`src/rtl/wh_port_pkg.sv`:
```
package wh_port_pkg;

  // Round-robin successor of an index in a ring of n entries.
  function automatic int unsigned ring_next(input int unsigned idx, input int unsigned n);
    return (idx + 1 >= n) ? 0 : idx + 1;
  endfunction

  // Index width for a count of n, never below one bit.
  function automatic int unsigned idx_bits(input int unsigned n);
    return (n > 1) ? $clog2(n) : 1;
  endfunction

endpackage

```
`src/rtl/wh_credit_ctr.sv`:
```
module wh_credit_ctr #(
  parameter int DEPTH = 4
) (
  input  logic clk,
  input  logic rst,
  input  logic take,
  input  logic give,
  output logic has_credit
);
  localparam int CW = $clog2(DEPTH + 1);
  localparam logic [CW-1:0] FULL = CW'(DEPTH);

  logic [CW-1:0] cnt;

  always_ff @(posedge clk) begin
    if (rst) begin
      cnt <= FULL;
    end else begin
      unique case ({take, give})
        2'b10:   cnt <= cnt - 1'b1;
        2'b01:   if (cnt != FULL) cnt <= cnt + 1'b1;
        default: cnt <= cnt;
      endcase
    end
  end

  assign has_credit = (cnt != '0);


  cnt_bound_chk: assert property (@(posedge clk) disable iff (rst) cnt <= FULL);


  no_underflow_chk: assert property (@(posedge clk) disable iff (rst) take |-> cnt != '0);


  cnt_same_chk: assert property (@(posedge clk) disable iff (rst)
    (take && give) |=> cnt == $past(cnt));


  cnt_dec_chk: assert property (@(posedge clk) disable iff (rst)
    (take && !give) |=> cnt == $past(cnt) - 1'b1);

endmodule

```
`src/rtl/wh_owner_arb.sv`:
```
module wh_owner_arb
  import wh_port_pkg::*;
#(
  parameter int N_SRC = 4
) (
  input  logic             clk,
  input  logic             rst,
  input  logic [N_SRC-1:0] req,
  input  logic             has_credit,
  input  logic             sel_last,
  output logic [N_SRC-1:0] sel_oh,
  output logic [N_SRC-1:0] grant,
  output logic             fire,
  output logic             busy
);
  localparam int IW = idx_bits(N_SRC);

  logic          locked;
  logic [IW-1:0] owner;
  logic [IW-1:0] ptr;
  logic [IW-1:0] pick_idx;
  logic          found;
  logic [IW-1:0] sel_idx;
  logic          sel_any;

  always_comb begin
    found    = 1'b0;
    pick_idx = '0;
    for (int k = 0; k < N_SRC; k++) begin
      int j;
      j = int'(ptr) + k;
      if (j >= N_SRC) j = j - N_SRC;
      if (!found && req[j]) begin
        found    = 1'b1;
        pick_idx = IW'(j);
      end
    end
  end

  assign sel_idx = locked ? owner : pick_idx;
  assign sel_any = locked | found;
  assign sel_oh  = sel_any ? (N_SRC'(1) << sel_idx) : '0;
  assign grant   = has_credit ? sel_oh : '0;
  assign fire    = |(req & grant);
  assign busy    = locked;

  always_ff @(posedge clk) begin
    if (rst) begin
      locked <= 1'b0;
      owner  <= '0;
      ptr    <= '0;
    end else if (fire) begin
      if (sel_last) begin
        locked <= 1'b0;
        ptr    <= IW'(ring_next(int'(sel_idx), N_SRC));
      end else begin
        locked <= 1'b1;
        owner  <= sel_idx;
      end
    end
  end


  grant_onehot_chk: assert property (@(posedge clk) disable iff (rst) $onehot0(grant));


  lock_hold_chk: assert property (@(posedge clk) disable iff (rst)
    (fire && !sel_last) |=> (grant & ~$past(sel_oh)) == '0);


  free_after_tail_chk: assert property (@(posedge clk) disable iff (rst)
    (fire && sel_last) |=> !locked);

endmodule

```
`src/rtl/wh_credit_port.sv`:
```
module wh_credit_port #(
  parameter int N_SRC  = 4,
  parameter int FLIT_W = 16,
  parameter int DEPTH  = 4
) (
  input  logic                      clk,
  input  logic                      rst,
  input  logic [N_SRC-1:0]          src_valid,
  input  logic [N_SRC*FLIT_W-1:0]   src_flit,
  input  logic [N_SRC-1:0]          src_last,
  output logic [N_SRC-1:0]          src_ready,
  output logic                      link_valid,
  output logic [FLIT_W-1:0]         link_flit,
  output logic                      link_last,
  output logic                      link_head,
  input  logic                      link_credit
);
  logic [N_SRC-1:0]  sel_oh;
  logic [N_SRC-1:0]  grant;
  logic              fire;
  logic              busy;
  logic              has_credit;
  logic              sel_last;
  logic [FLIT_W-1:0] sel_flit;
  logic [FLIT_W-1:0] lane [N_SRC];

  genvar g;
  generate
    for (g = 0; g < N_SRC; g++) begin : g_lane
      assign lane[g] = src_flit[g*FLIT_W +: FLIT_W];
    end
  endgenerate

  always_comb begin
    sel_flit = '0;
    sel_last = 1'b0;
    for (int i = 0; i < N_SRC; i++) begin
      sel_flit = sel_flit | (lane[i] & {FLIT_W{sel_oh[i]}});
      sel_last = sel_last | (src_last[i] & sel_oh[i]);
    end
  end

  wh_owner_arb #(.N_SRC(N_SRC)) u_arb (
    .clk(clk), .rst(rst), .req(src_valid), .has_credit(has_credit),
    .sel_last(sel_last), .sel_oh(sel_oh), .grant(grant), .fire(fire), .busy(busy)
  );

  wh_credit_ctr #(.DEPTH(DEPTH)) u_crd (
    .clk(clk), .rst(rst), .take(fire), .give(link_credit), .has_credit(has_credit)
  );

  assign src_ready = grant;

  always_ff @(posedge clk) begin
    if (rst) begin
      link_valid <= 1'b0;
      link_flit  <= '0;
      link_last  <= 1'b0;
      link_head  <= 1'b0;
    end else begin
      link_valid <= fire;
      if (fire) begin
        link_flit <= sel_flit;
        link_last <= sel_last;
        link_head <= !busy;
      end
    end
  end


  link_follow_chk: assert property (@(posedge clk) disable iff (rst) fire |=> link_valid);


  link_idle_chk: assert property (@(posedge clk) disable iff (rst) !fire |=> !link_valid);


  stall_no_credit_chk: assert property (@(posedge clk) disable iff (rst)
    !has_credit |-> src_ready == '0);

endmodule

```
`config.mk`:
```
export PLATFORM = sky130hd
export DESIGN_NAME = wh_credit_port
export DESIGN_NICKNAME = d
export VERILOG_FILES = /design/src/rtl/wh_port_pkg.sv /design/src/rtl/wh_credit_ctr.sv /design/src/rtl/wh_owner_arb.sv /design/src/rtl/wh_credit_port.sv
export SDC_FILE = /design/constraint.sdc
export NUM_CORES = 1
export LEC_CHECK = 0
export ABC_AREA = 0
export CAP_MARGIN = 10
export CORE_MARGIN = 1
export CORE_UTILIZATION = 41
export CTS_CLUSTER_SIZE = 20
export DETAILED_ROUTE_END_ITERATION = 12
export GPL_TIMING_DRIVEN = 0
export PLACE_DENSITY = 0.91
export SYNTH_ARGS = -nofsm -noshare
export SYNTH_HDL_FRONTEND = slang
export SYNTH_SLANG_ARGS = --single-unit
```
`constraint.sdc`:
```
create_clock -name clk -period 11.5 [get_ports clk]
set_input_delay 3.45 -clock clk [delete_from_list [all_inputs] [get_ports clk]]
set_output_delay 3.45 -clock clk [all_outputs]
set_load 0.01 [all_outputs]
```
* Word-level counts from Yosys, hierarchy flattened
Index checks and enable logic that the tools add are counted.
** Word-level totals
- Flip-flop bits (word level) :: 27
- Output and inout bits :: 23
- Word-level logic and storage cells :: 93
** Operators by class
- Add/subtract/negate cells :: 10
- Order comparisons :: 9
- Eq/ne operators :: 4
- Shift-type cells :: 1
- Multiplexer cells :: 31
- Bitwise gates (word level) :: 17
- Reductions and logical operators :: 13
** Operator list (number)
- < comparator 32 x 4 -> 1 bit, second input constant :: 4
- 2-to-1 mux 32 bit :: 4
- greater-or-equal comparator 32 x 4 -> 1 bit, second input constant :: 3
- subtractor 32 x 4 -> 32 bit, second input constant :: 3
- bitwise AND 16 bit :: 4
- bitwise OR 16 bit :: 3
- 2-to-1 mux 1 bit :: 13
- 2-to-1 mux 2 bit :: 6
- binary-select mux 1 bit (select 2 bit) :: 4
- 2-to-1 mux 4 bit :: 2
- adder 2 x 1 -> 3 bit, second input constant :: 2
- adder 2 x 2 -> 3 bit, second input constant :: 2
- case mux 3 bit (2 select lines) :: 1
- AND reduction 2 bit :: 3
- bitwise AND 1 bit :: 4
- bitwise AND 4 bit :: 1
- zero test 1 bit :: 4
- bitwise OR 1 bit :: 4
- OR reduction 4 bit :: 1
- << shifter 1 x 2 -> 4 bit, first input constant :: 1
- subtractor 2 x 3 -> 4 bit, second input constant :: 1
- adder 3 x 1 -> 3 bit, second input constant :: 1
- greater-or-equal comparator 2 x 3 -> 1 bit, second input constant :: 1
- greater-or-equal comparator 3 bit, second input constant :: 1
- 10 further kinds :: 12

* Depth between registers and ports, before layout
- Depth in word-level cells :: 24
- Gate-level depth with buffers :: 15
- Depth with buffers taken out :: 13

* Modules after synthesis
From an unflattened synthesis, not the netlist that was laid out.
** Second synthesis, totals
- Cell total of the unflattened synthesis :: 204
- Area total of the unflattened synthesis :: 1833.0 um^2
** By module, submodules not included
- wh_credit_port :: times used 1, cells each 105, area each 998.5 um^2
- wh_owner_arb :: times used 1, cells each 69, area each 580.6 um^2
- wh_credit_ctr :: times used 1, cells each 30, area each 254.0 um^2

* Worst setup path before layout
OpenSTA, ideal clock, no wires.
- Path kind :: in2out
- From :: in src_valid[2]
- To :: out src_ready[1]
- Data arrival time :: 4.870 ns
- Required time :: 8.050 ns
- Setup slack :: 3.180 ns
- Stages :: 8
- Path buffers :: 2
- Cell sequence :: mux2i_1 nor2_1 o31a_1 inv_1 ha_1 buf_2 clkbuf_1 and2_1
** Between the ends
- Longest elaborated chain between the ends :: 17
- Elaborated cells on any way between the ends :: 31
** RTL lines
- from (decl) :: RTL line wh_credit_port.sv:8 : input logic [N_SRC-1:0] src_valid,
- binary-select mux 1 bit (select 2 bit) :: RTL line wh_owner_arb.sv:33 : if (!found && req[j]) begin
- 2-to-1 mux 1 bit (not written as such) (2 in series) :: RTL line wh_owner_arb.sv:33
- 2-to-1 mux 1 bit :: RTL line wh_owner_arb.sv:33
- zero test 1 bit :: RTL line wh_owner_arb.sv:33
- logical AND 1 bit :: RTL line wh_owner_arb.sv:33
- 2-to-1 mux 1 bit :: RTL line wh_owner_arb.sv:33
- zero test 1 bit :: RTL line wh_owner_arb.sv:33
- logical AND 1 bit :: RTL line wh_owner_arb.sv:33
- 2-to-1 mux 1 bit :: RTL line wh_owner_arb.sv:33
- zero test 1 bit :: RTL line wh_owner_arb.sv:33
- logical AND 1 bit :: RTL line wh_owner_arb.sv:33
- 2-to-1 mux 2 bit * :: RTL line wh_owner_arb.sv:33
- 2-to-1 mux 2 bit * :: RTL line wh_owner_arb.sv:40 : assign sel_idx = locked ? owner : pick_idx;
- named net u_arb.sel_idx[0] :: RTL line wh_owner_arb.sv:23 : logic [IW-1:0] sel_idx;
- << shifter 1 x 2 -> 4 bit * :: RTL line wh_owner_arb.sv:42 : assign sel_oh = sel_any ? (N_SRC'(1) << sel_idx) : '0;
- 2-to-1 mux 4 bit * :: RTL line wh_owner_arb.sv:42
- 2-to-1 mux 4 bit * :: RTL line wh_owner_arb.sv:43 : assign grant = has_credit ? sel_oh : '0;
- to (decl) :: RTL line wh_credit_port.sv:11 : output logic [N_SRC-1:0] src_ready,
The timed path passes the listed nets; every way through them passes the cells marked *. The select of a mux whose other input is x is not followed.

* Final worst setup path
- From :: in src_valid[2]
- To :: out src_ready[0]
** Between the ends
- Longest elaborated chain between the ends :: 17
- Elaborated cells on any way between the ends :: 31
** RTL lines (RTL line)
- binary-select mux 1 bit (select 2 bit) :: wh_owner_arb.sv:33
- 2-to-1 mux 1 bit (not written as such) (2 in series) :: wh_owner_arb.sv:33
- 2-to-1 mux 1 bit :: wh_owner_arb.sv:33
- zero test 1 bit :: wh_owner_arb.sv:33
- logical AND 1 bit :: wh_owner_arb.sv:33
- 2-to-1 mux 1 bit :: wh_owner_arb.sv:33
- zero test 1 bit :: wh_owner_arb.sv:33
- logical AND 1 bit :: wh_owner_arb.sv:33
- 2-to-1 mux 1 bit :: wh_owner_arb.sv:33
- zero test 1 bit :: wh_owner_arb.sv:33
- logical AND 1 bit :: wh_owner_arb.sv:33
- 2-to-1 mux 2 bit :: wh_owner_arb.sv:33
- 2-to-1 mux 2 bit :: wh_owner_arb.sv:40
- << shifter 1 x 2 -> 4 bit :: wh_owner_arb.sv:42
- 2-to-1 mux 4 bit * :: wh_owner_arb.sv:42
- 2-to-1 mux 4 bit * :: wh_owner_arb.sv:43
Every way passes the cells marked *; elsewhere a longest branch is shown, timed or not. The select of a mux whose other input is x is not followed.

==> impl_metrics.ini <==
[drt]
routedWlPerCell_um = 16.9
viasPerCell = 5.71
drt_pre_antenna_iters = 4
wirelength_um = 5720
vias = 1935
detail-route-antenna-nets = 0
drc = 0
dr.first_iter.drc_count = 142

[sta]
worst_pin_slew_ps = 751
setup_viol = 0
clock.fmax_mhz = 101
period_minus_slack_ps = 9860
hold_violations = 0
final.period_utilization_pct = 85.8
skew_ps = 9.15
maxSlewHeadroom_pct = 50.0
rsz0062_at_grt = false
report.final.slew_viol_count = 0
setup_tns_ps = 0

[cells_and_area]
postLayoutCoreUtil_pct = 69.6
layout-drive-gt1-share_pct = 13.8
area_delta_synth_final_pct = 61.9
n_fill_cell = 329
final-seq-area_um2 = 541
antennaDiodeCount = 0
multi_input_area_um2 = 1080
fin_cells = 339
fin_area_um2 = 2810
nets = 370

[floorplan]
die-area_um2 = 4490
die_y_um = 67.0
core_area_um2 = 4030
ios = 98
core.rowCount = 23
die-width_um = 67.0
start_util_pct = 43.0

[critical_path]
cpPeakStageDelay_ps = 610
crit_type = in2out
cp.arrival_ps = 6410
cp_cell_sequence = clkdlybuf4s50_1, or2b_1, a21oi_1, o31a_1, ha_1, buf_2, clkbuf_1, and2_1, clkdlybuf4s50_1
crit_end = src_ready[0]
critical_path.startpoint_type = input port
reg2reg_to = u_crd.cnt[2]
cp_max_fo = 10
cp_slowest_cell = clkdlybuf4s50_1
cp-end-kind = output port
cpMostUsedCell = clkdlybuf4s50_1
cp.required_ps = 8050
reg2reg_depth = 15
r2r-start = u_arb.ptr[1]
r2r_slack_ps = 7890
startpoint = src_valid[2]

[power_and_ir_drop]
powerDensity_nw_per_um2 = 262
power.leakage_nw = 1.02
finalPower_mw = 0.735
peakVddDrop_uv = 178

[clock_tree]
clkTransAtPathRegs_ps = 90
cts_sinks = 27
cts_tree = yes
post-cts-setup-buffer-count = 0
h-tree-depth = 1
cts_buffers = 3
root_buffer = clkbuf_8
cts_resized = 0
postCtsHoldBufs = 0
cts_buffer_depth = 2
clkLatencyLatePin_ps = 280

[synthesis]
netlist_top_cells_area = dfxtp_1, a22oi_1, a311oi_2, nor2_2, a311oi_1
synthArstFlopShare_pct = 0
synth_flop_cell = dfxtp_1
synth_area_per_cell_um2 = 9.17
synth_cells = 189
syn_nets = 269
yosys-top-cells-count = a22oi_1, dfxtp_1, nor2_1
ys_ff_latch = 27
synth.most_common_cell = a22oi_1
synth_top_cell_by_area = dfxtp_1
syn_area_um2 = 1730
yosysWarnings = 0
synth_top_area_share_pct = 31.2
yosysSeqAreaShare_pct = 31.2
synthDistinctLibCells = 44
synth_edf_count = 0

[run_status]
status = complete, no violations

[global_route]
track_usage_pct = 25.6
antenna_found_initial = 0
grt_max_degree = 17
grt_overflow = 0
grt_pass1_wl_um = 8710
first_global_vias = 1860

[placed_design]
post-place-cells = 335
dpl.hpwl_um = 4360
io_buffers = 96
place_congestion = 0.839
dpl_cell_area_um2 = 2760

[min_path]
hp-start = link_last
hp-class = reg2reg

[flow_run]
drv_cap = 0
==> cells by family after synthesis <==
| logic type | Yosys count | share of synthesized area, % |
|---|---|---|
| AO/OA/AOI/OAI | 79 | 39.8 |
| adder cells (fa/ha/maj) | 5 | 4.04 |
| buffers and inverters | 19 | 6.50 |
| flip-flops | 27 | 31.2 |
| multiplexers | 3 | 1.73 |
| AND/OR/NAND/NOR | 56 | 16.8 |
==> where the power goes <==
group | total [mW] | leakage (nW) | switching [mW] | internal, mW
Sequential | 0.165 | 0.223 | 0.0319 | 0.133
Combinational | 0.514 | 0.776 | 0.277 | 0.237
Clock | 0.0565 | 0.0217 | 0.0319 | 0.0246
Total | 0.735 | 1.02 | 0.341 | 0.395
==> per-stage QoR <==
stage               hold WS [ps]  setup WS, ps
global placement             486          1740
CTS                          502          1660
detailed placement           489          1660
finish                       496          1640
floorplan                    478          3180
global route                 524          1460
==> final cells by class <==
class | count | area share (%)
timing repair buffer | 96 | 34.3
clock inverter | 1 | 0.268
multi-input combinational | 143 | 38.5
clock buffer | 3 | 1.47
tap | 50 | 2.23
sequential | 27 | 19.3
buffer | 15 | 3.48
inverter | 4 | 0.535
==> routing by layer <==
layer	up-vias	track usage (%)	share of wire [%]
met5	-	0	0
met2	69	48.3	51
met4	0	4.79	0.91
li1	925	-	-
met1	935	29.6	42
met3	6	4.62	5.7
==> critical path, delay by kind of cell <==
kind / cells / cell delay, ps
buf+inv: 4 / 1850
simple gates: 2 / 470
compound gates: 2 / 440
fa+ha+maj: 1 / 190
==> worst min path at each step <==
stage / cells past startpoint / slack (ps) / endpoint
global placement: 2 / 490 / link_last
global route: 2 / 520 / link_last
finish: 2 / 500 / link_last
floorplan: 2 / 480 / u_arb.owner[1]
detailed placement: 2 / 490 / link_last
CTS: 2 / 500 / link_last
==> cell usage in the layout, fill, tap and decap left out, types with 2 or more instances in the layout <==
cell,netlist,layout
nand2_1,11,11
a211oi_1,3,3
nor3_1,2,2
clkdlybuf4s50_1,0,96
inv_1,4,4
buf_6,3,3
nor2b_1,2,2
a311oi_2,10,10
nor2_1,16,16
clkbuf_1,7,7
and2_1,4,4
dfxtp_1,27,27
a211o_1,2,2
a21oi_1,9,9
ha_1,4,4
buf_2,3,3
o21ai_0,2,2
mux2i_1,3,3
a311oi_1,7,7
nor2_2,11,11
clkbuf_8,0,3
nand3b_1,2,2
a22oi_1,34,34
==> flip-flops by register name, indices dropped and copies added, names as in the netlist <==
register and flops:
link_last 1, u_arb.busy 1, u_crd.cnt 3, link_head 1, u_arb.owner 2, link_valid 1
link_flit 16, u_arb.ptr 2
No activity file was read; power rests on OpenSTA's default activity.
